File: src/rtl/stk_pkg.sv
package stk_pkg;
  typedef enum logic [2:0] {
    OP_IDLE,
    OP_PUSH,
    OP_POP,
    OP_OVF,
    OP_UNF,
    OP_CLASH
  } stk_op_e;
endpackage

File: src/rtl/stk_req_dec.sv
module stk_req_dec
  import stk_pkg::*;
(
  input  logic    push_i,
  input  logic    pop_i,
  input  logic    empty_i,
  input  logic    full_i,
  output stk_op_e op_o
);
  always_comb begin
    op_o = OP_IDLE;
    if (push_i && pop_i)  op_o = OP_CLASH;
    else if (push_i)      op_o = full_i  ? OP_OVF : OP_PUSH;
    else if (pop_i)       op_o = empty_i ? OP_UNF : OP_POP;
  end
endmodule

File: src/rtl/stk_ptr_reg.sv
module stk_ptr_reg
  import stk_pkg::*;
#(
  parameter int unsigned AW = 8,
  parameter logic [AW-1:0] TOP_ADDR = 8'hFF,
  parameter logic [AW-1:0] BOT_ADDR = 8'hEA
) (
  input  logic          clk_i,
  input  logic          rst_ni,
  input  stk_op_e       op_i,
  output logic [AW-1:0] sp_o,
  output logic          full_o,
  output logic          empty_o
);
  logic [AW-1:0] sp_q, sp_d;
  logic          full_q, full_d;

  always_comb begin
    sp_d   = sp_q;
    full_d = full_q;
    unique case (op_i)
      OP_PUSH: begin
        // last slot: pointer parks at the bottom, full flag marks it used
        if (sp_q == BOT_ADDR) full_d = 1'b1;
        else                  sp_d   = sp_q - AW'(1);
      end
      OP_POP: begin
        if (full_q) full_d = 1'b0;
        else        sp_d   = sp_q + AW'(1);
      end
      default: ;
    endcase
  end

  always_ff @(posedge clk_i or negedge rst_ni) begin
    if (!rst_ni) begin
      sp_q   <= TOP_ADDR;
      full_q <= 1'b0;
    end else begin
      sp_q   <= sp_d;
      full_q <= full_d;
    end
  end

  assign sp_o    = sp_q;
  assign full_o  = full_q;
  assign empty_o = (sp_q == TOP_ADDR) && !full_q;
endmodule

File: src/rtl/stk_addr_gen.sv
module stk_addr_gen
  import stk_pkg::*;
#(
  parameter int unsigned AW = 8
) (
  input  stk_op_e       op_i,
  input  logic [AW-1:0] sp_i,
  input  logic          full_i,
  output logic [AW-1:0] addr_o,
  output logic          we_o,
  output logic          re_o,
  output logic          ovf_o,
  output logic          unf_o,
  output logic          clash_o
);
  always_comb begin
    addr_o = sp_i;
    if (op_i == OP_POP && !full_i) addr_o = sp_i + AW'(1);
  end

  assign we_o    = (op_i == OP_PUSH);
  assign re_o    = (op_i == OP_POP);
  assign ovf_o   = (op_i == OP_OVF);
  assign unf_o   = (op_i == OP_UNF);
  assign clash_o = (op_i == OP_CLASH);
endmodule

File: src/rtl/stk_ctrl.sv
module stk_ctrl
  import stk_pkg::*;
#(
  parameter int unsigned AW = 8,
  parameter logic [AW-1:0] TOP_ADDR = 8'hFF,
  parameter logic [AW-1:0] BOT_ADDR = 8'hEA
) (
  input  logic          clk_i,
  input  logic          rst_ni,
  input  logic          push_i,
  input  logic          pop_i,
  output logic [AW-1:0] mem_addr_o,
  output logic          mem_we_o,
  output logic          mem_re_o,
  output logic [AW-1:0] sp_o,
  output logic          empty_o,
  output logic          full_o,
  output logic          ovf_o,
  output logic          unf_o,
  output logic          conflict_o
);
  stk_op_e op;

  stk_req_dec u_dec (
    .push_i  (push_i),
    .pop_i   (pop_i),
    .empty_i (empty_o),
    .full_i  (full_o),
    .op_o    (op)
  );

  stk_ptr_reg #(.AW(AW), .TOP_ADDR(TOP_ADDR), .BOT_ADDR(BOT_ADDR)) u_ptr (
    .clk_i   (clk_i),
    .rst_ni  (rst_ni),
    .op_i    (op),
    .sp_o    (sp_o),
    .full_o  (full_o),
    .empty_o (empty_o)
  );

  stk_addr_gen #(.AW(AW)) u_addr (
    .op_i    (op),
    .sp_i    (sp_o),
    .full_i  (full_o),
    .addr_o  (mem_addr_o),
    .we_o    (mem_we_o),
    .re_o    (mem_re_o),
    .ovf_o   (ovf_o),
    .unf_o   (unf_o),
    .clash_o (conflict_o)
  );
endmodule

File: config.mk
export PLATFORM = sky130hd
export DESIGN_NAME = stk_ctrl
export DESIGN_NICKNAME = d
export VERILOG_FILES = /design/src/rtl/stk_pkg.sv /design/src/rtl/stk_req_dec.sv /design/src/rtl/stk_ptr_reg.sv /design/src/rtl/stk_addr_gen.sv /design/src/rtl/stk_ctrl.sv
export SDC_FILE = /design/constraint.sdc
export NUM_CORES = 1
export LEC_CHECK = 0
export CAP_MARGIN = 0
export CORE_ASPECT_RATIO = 1.5
export CORE_MARGIN = 2
export CORE_UTILIZATION = 43
export CTS_BUF_LIST = sky130_fd_sc_hd__clkbuf_4 sky130_fd_sc_hd__clkbuf_8
export DETAILED_ROUTE_END_ITERATION = 7
export GPL_TIMING_DRIVEN = 0
export PLACE_DENSITY = 0.89
export SYNTH_ARGS = -nofsm -noshare
export SYNTH_HDL_FRONTEND = slang
export SYNTH_SLANG_ARGS = --single-unit
File: constraint.sdc
create_clock -name clk_i -period 2.2 [get_ports clk_i]
set_input_delay 0.66 -clock clk_i [delete_from_list [all_inputs] [get_ports clk_i]]
set_output_delay 0.66 -clock clk_i [all_outputs]
set_load 0.005 [all_outputs]
After elaboration in Yosys (flattened, before gate mapping)
Cells that the tools add are included.

operators by class
  add/sub/neg operators = 2
  eq/ne operators = 10
  muxes and demuxes = 11
  reduce and logical (&&, ||, !) cells = 7

operators by type and width
  operator             number
  $mux 8               3
  $eq 8x8->1 const B   2
  $pmux 8 s2           1
  $mux 3               4
  $add 8x1->8 const B  1
  $sub 8x1->8 const B  1
  $eq 3x2->1 const B   2
  $eq 3x3->1 const B   2
  $ne 2x2->1 const B   2
  $eq 3x1->1 const B   1
  $logic_and 1x1->1    3
  $reduce_and 3->1     1
  $mux 2               1
  $ne 2x1->1 const B   1
  $pmux 1 s2           1
  $reduce_and 2->1     1
  $reduce_bool 2->1    1
  $logic_not 1->1      1
  $mux 1               1

storage, ports and cells
  flip-flop bits (word level) = 9
  input bits = 4
  output and inout bits = 23
  word-level logic and storage cells = 32

Logic depth before layout (Yosys ltp)
  depth after elaboration = 9
  mapped depth = 7
  mapped depth without buffers = 7

By module
A second synthesis with hierarchy kept.

unflattened totals
  cell total of the unflattened synthesis = 98
  area total of the unflattened synthesis = 917.1 µm²

by module, submodules not included
  module        times used  cells an instance  area each (µm²)  seq. area each (µm²)
  stk_ptr_reg   1           70                 691.9            235.2
  stk_addr_gen  1           23                 196.4            0.0
  stk_req_dec   1           5                  28.8             0.0

Worst setup path after synthesis
Ideal clock, no wire load.

  path type = in2out
  start point = input port push_i
  end point = output port mem_addr_o[7]
  arrival time = 1661 ps
  required time = 1540 ps
  slack = -121 ps
  stages = 5
  path buffers = 1
  path through = nand2b_1 -> buf_2 -> a211oi_4 -> nand4_1 -> xnor2_1

between the ends
  word-level cells in the longest chain between the ends = 5
  elaborated cells on any way between the ends = 6
  those cells by class = eq/ne: 1; mux: 3; reduce/logical: 2

RTL lines
  what                                                RTL line                              RTL
  start: declaration                                  stk_ctrl.sv:10                        input logic push_i,
  $mux 3 / $logic_and 1x1->1 (equally long branches)  stk_req_dec.sv:13, stk_req_dec.sv:12
  $mux 3 (*)                                          stk_req_dec.sv:12                     if (push_i && pop_i) op_o = OP_CLASH;
  $eq 3x2->1 (*)                                      stk_addr_gen.sv:18                    if (op_i == OP_POP && !full_i) addr_o = sp_i + AW'(1);
  $logic_and 1x1->1 (*)                               stk_addr_gen.sv:18
  $mux 8 (*)                                          stk_addr_gen.sv:18
  end: declaration                                    stk_ctrl.sv:12                        output logic [AW-1:0] mem_addr_o,

Mark *: on every way between the ends. The rest lies on a longest branch, timed or not.

Final worst setup path
  start point = register u_ptr.sp_q[1], in the netlist u_ptr.sp_o[1]
  end point = output port mem_addr_o[4]

between the ends
  word-level cells in the longest chain between the ends = 9
  elaborated cells on any way between the ends = 10
  those cells by class = add/sub: 1; eq/ne: 2; mux: 5; reduce/logical: 2

RTL lines
  what                      RTL line            RTL
  start: declaration        stk_ptr_reg.sv:15   logic [AW-1:0] sp_q, sp_d;
  start signal: assignment  stk_ptr_reg.sv:40   sp_q <= sp_d;
  $eq 8x8->1                stk_ptr_reg.sv:47   assign empty_o = (sp_q == TOP_ADDR) && !full_q;
  $logic_and 1x1->1         stk_ptr_reg.sv:47
  $mux 3 (2 in series)      stk_req_dec.sv:14   else if (pop_i) op_o = empty_i ? OP_UNF : OP_POP;
  $mux 3                    stk_req_dec.sv:13   else if (push_i) op_o = full_i ? OP_OVF : OP_PUSH;
  $mux 3                    stk_req_dec.sv:12
  $eq 3x2->1                stk_addr_gen.sv:18
  $logic_and 1x1->1         stk_addr_gen.sv:18
  $mux 8 (*)                stk_addr_gen.sv:18

Marks and branches as above.

==> impl_metrics.env <==
export IMPL_outcome="complete, but fails checks"
export IMPL_violations="negative setup slack"
export IMPL_fin_crit_ps=2490
export IMPL_hold_end="u_ptr.sp_o[7]$_DFFE_PN1P_"
export IMPL_p_comb_share_pct=66.4
export IMPL_numClockSinks=9
export IMPL_drc_errors=0
export IMPL_intPower_w=0.000995
export IMPL_first_iter_violations=26
export IMPL_grt_pass1_wl_um=3910
export IMPL_ant_nets=0
export IMPL_synth_fa_ha_area_share_pct=4.37
export IMPL_relSlewSlack_pct=70.6
export IMPL_seqPwrFrac_pct=24.2
export IMPL_critPathBufInv=2
export IMPL_timing_hold_violations_final=0
export IMPL_cts_root_buf="clkbuf_4"
export IMPL_fmax_ghz=0.401
export IMPL_fin_skew_ps=12.2
export IMPL_die_h_um=58.7
export IMPL_synthFlopType="dfstp_2"
export IMPL_synth_compound_area_share_pct=14.3
export IMPL_totalWireLength_um=2860
export IMPL_whs_path_depth=1
export IMPL_finalWeightedCongestion=0.894
export IMPL_crit_required_ps=1540
export IMPL_synth_nets=99
export IMPL_postSynthAreaPerCell_um2=9.33
export IMPL_fp_coreArea_um2=1850
export IMPL_cpPeakStageDelay_ps=390
export IMPL_htreeDepth=1
export IMPL_synthMuxAreaShare_pct=1.17
export IMPL_p_leak_nw=0.607
export IMPL_path_max_fanout=4
export IMPL_hold_ws_ps=574
export IMPL_rows=19
export IMPL_finalCritPeriodShare_pct=113
export IMPL_yosys_area_share_xor_xnor_pct=17.1
export IMPL_clockBufferDepth=2
export IMPL_path_delay_family="flip-flops"
export IMPL_worst_slew_pin_slew_ps=435
export IMPL_route_met2_wl_um=1510
export IMPL_place_ws_ps=-1210
export IMPL_clockPowerShare_pct=9.4
export IMPL_synth_cell_area_um2=858
export IMPL_worst_slack_ps=-291
export IMPL_synthDistinctLibCells=39
export IMPL_ir_drop_uv=958
export IMPL_drt_pass1_iterations=4
export IMPL_grt_use_total_pct=24.1
export IMPL_cts_made_buffers=3
export IMPL_synth_top_family_by_area="simple AND/OR/NAND/NOR gates"
export IMPL_ff2ff_path_depth=7
export IMPL_place_area_um2=1170
export IMPL_setup_viol=11
export IMPL_rrSetupSlack_ps=0
export IMPL_p_total_w=0.00165
export IMPL_p_switching_w=0.000659
export IMPL_async_reset_ff_share_pct=100
export IMPL_drt_met1_wl_um=994
export IMPL_drv_slew=0
export IMPL_dp_hpwl_um=1550
export IMPL_vias=923
export IMPL_startpoint_type="register"
export IMPL_ys_seq_area_share_pct=27.4
export IMPL_r2r_end="u_ptr.sp_o[7]$_DFFE_PN1P_"
export IMPL_critical_path_startpoint="u_ptr.sp_o[1]$_DFFE_PN1P_"
export IMPL_synth_cells=92
export IMPL_synth_edff_count=0
export IMPL_r2r_start="u_ptr.sp_o[0]$_DFFE_PN1P_"
export IMPL_tritoncts="done"
export IMPL_wl_met3_um=197
export IMPL_area_growth_pct=61.1
export IMPL_final_nets=148
export IMPL_timing_worst_setup_path_type="reg2out"
export IMPL_cp_cell_sequence="ha_4 -> and4_4 -> a211oi_4 -> buf_6 -> nand4_1 -> xnor2_1 -> buf_2"
export IMPL_die_w_um=40.5
export IMPL_top_layer="met4"
export IMPL_clk_insertion_delay_late_ps=280
export IMPL_critPathArrivalTime_ps=1830
export IMPL_n_antenna_cell=0
export IMPL_maxCapViolations=0
export IMPL_design_area_um2=1380
export IMPL_grt_pass1_vias=854
export IMPL_ys_warn_count=0
export IMPL_min_path_type="reg2reg"
export IMPL_final_common_cell="buf_4"
export IMPL_via_per_inst=5.73
export IMPL_hp_start="u_ptr.sp_o[7]$_DFFE_PN1P_"
export IMPL_die_area_um2=2380
export IMPL_critPathCaptureType="output port"
export IMPL_port_buffers=26
export IMPL_final_cell_mix="16 x buf_4, 12 x buf_2, 11 x buf_6, 11 x clkdlybuf4s50_1, 9 x xnor2_1"
export IMPL_cp_slowest_cell="dfstp_2"
export IMPL_io_pins=27
export IMPL_rsz0062_at_grt="yes"
export IMPL_grt_overflow=0
export IMPL_layout_drive_gt1_share_pct=54.3
export IMPL_grt_max_degree=11
export IMPL_ys_seq_elements=9
export IMPL_ctsHoldBuffers=0
export IMPL_switching_share_pct=39.8
export IMPL_wl_per_cell_um=17.8
export IMPL_path_clk_slew_ps=80
export IMPL_start_util_pct=46.3
export IMPL_power_density_nw_per_um2=1200
export IMPL_grt_antenna_before_repair=0
export IMPL_synth_simple_gate_area_share_pct=26.4
## routing by layer
metal | vias up | track usage [%]
li1 | 420 | -
met2 | 52 | 42.2
met5 | - | 0
met3 | 22 | 5.28
met1 | 429 | 24.6
met4 | 0 | 13.3
## per-stage QoR
step	cells	utilization (%)	setup TNS, ps
floorplan	92	-	-123
global placement	139	63.2	-11610
detailed placement	139	63.2	-12090
CTS	153	68.5	-2080
global route	161	74.6	-2960
finish	161	74.6	-2310
## cell families (layout without fill, tap and decap cells)
family,after synthesis,in the layout
AND/OR/NAND/NOR,39,39
XOR/XNOR,15,15
buffers and inverters,13,61
AO/OA/AOI/OAI,12,12
flip-flops,9,9
adder cells (fa/ha/maj),3,3
multiplexers,1,1
## cells in the mapped netlist, drive strengths merged, types with 2 or more instances
master	count	area share (%)
a21o	2	2.6
buf	8	7.1
nor2	4	1.7
nand4	4	2.9
nand2b	2	1.5
and3	3	2.9
inv	4	1.7
o21ai	2	1.2
nor4b	2	2.0
xnor2	13	15
nand3	4	2.3
xor2	2	2.0
nand2	11	5.4
dfstp	8	24
nor4	4	2.9
ha	3	4.4
## worst register-to-register path, cell delays in order (launching register included)
cell,delay (ps)
dfstp_2,570
buf_4,140
inv_1,110
ha_1,230
and4bb_2,240
a41oi_1,340
a21boi_1,290
xor2_1,190
## power by group through the flow
stage	clock (W)	sequential, W	combinational, W
final	0.000155	0.000400	0.00110
after global routing	0.000158	0.000409	0.00118
after CTS	0.000146	0.000408	0.000922
after detailed placement	0	0.000391	0.000933
after global placement	0	0.000384	0.000914
after floorplan	0	0.000378	0.000532
## repair_timing
action | CTS | global route
buffers inserted | 16 | 9
resized for setup | 72 | 13
pin swaps | 11 | 5
endpoints found under the setup margin | 14 | 11
hold endpoints to repair | 0 | 0
## registers in the layout, indices dropped and copies added, names as in the netlist
name	cells
u_ptr.sp_o	8
u_ptr.full_o	1
## how the worst max path moves through the flow
stage,to,slack [ps],depth (start not counted)
final,mem_addr_o[4],-290,7
after CTS,mem_addr_o[4],-270,8
after global placement,mem_addr_o[4],-1170,7
after floorplan,mem_addr_o[7],-50,5
after detailed placement,mem_addr_o[4],-1210,7
after global routing,mem_addr_o[6],-380,7
## area by class of cell
cell class                 count  area [µm²]
fill                         134         472
inverter                       4        15.0
timing repair buffer          49         402
multi-input combinational     70         628
clock buffer                   4        30.0
tap                           21        26.3
buffer                         4        45.0
sequential                     9         236
(Power assumes the default switching activity.)
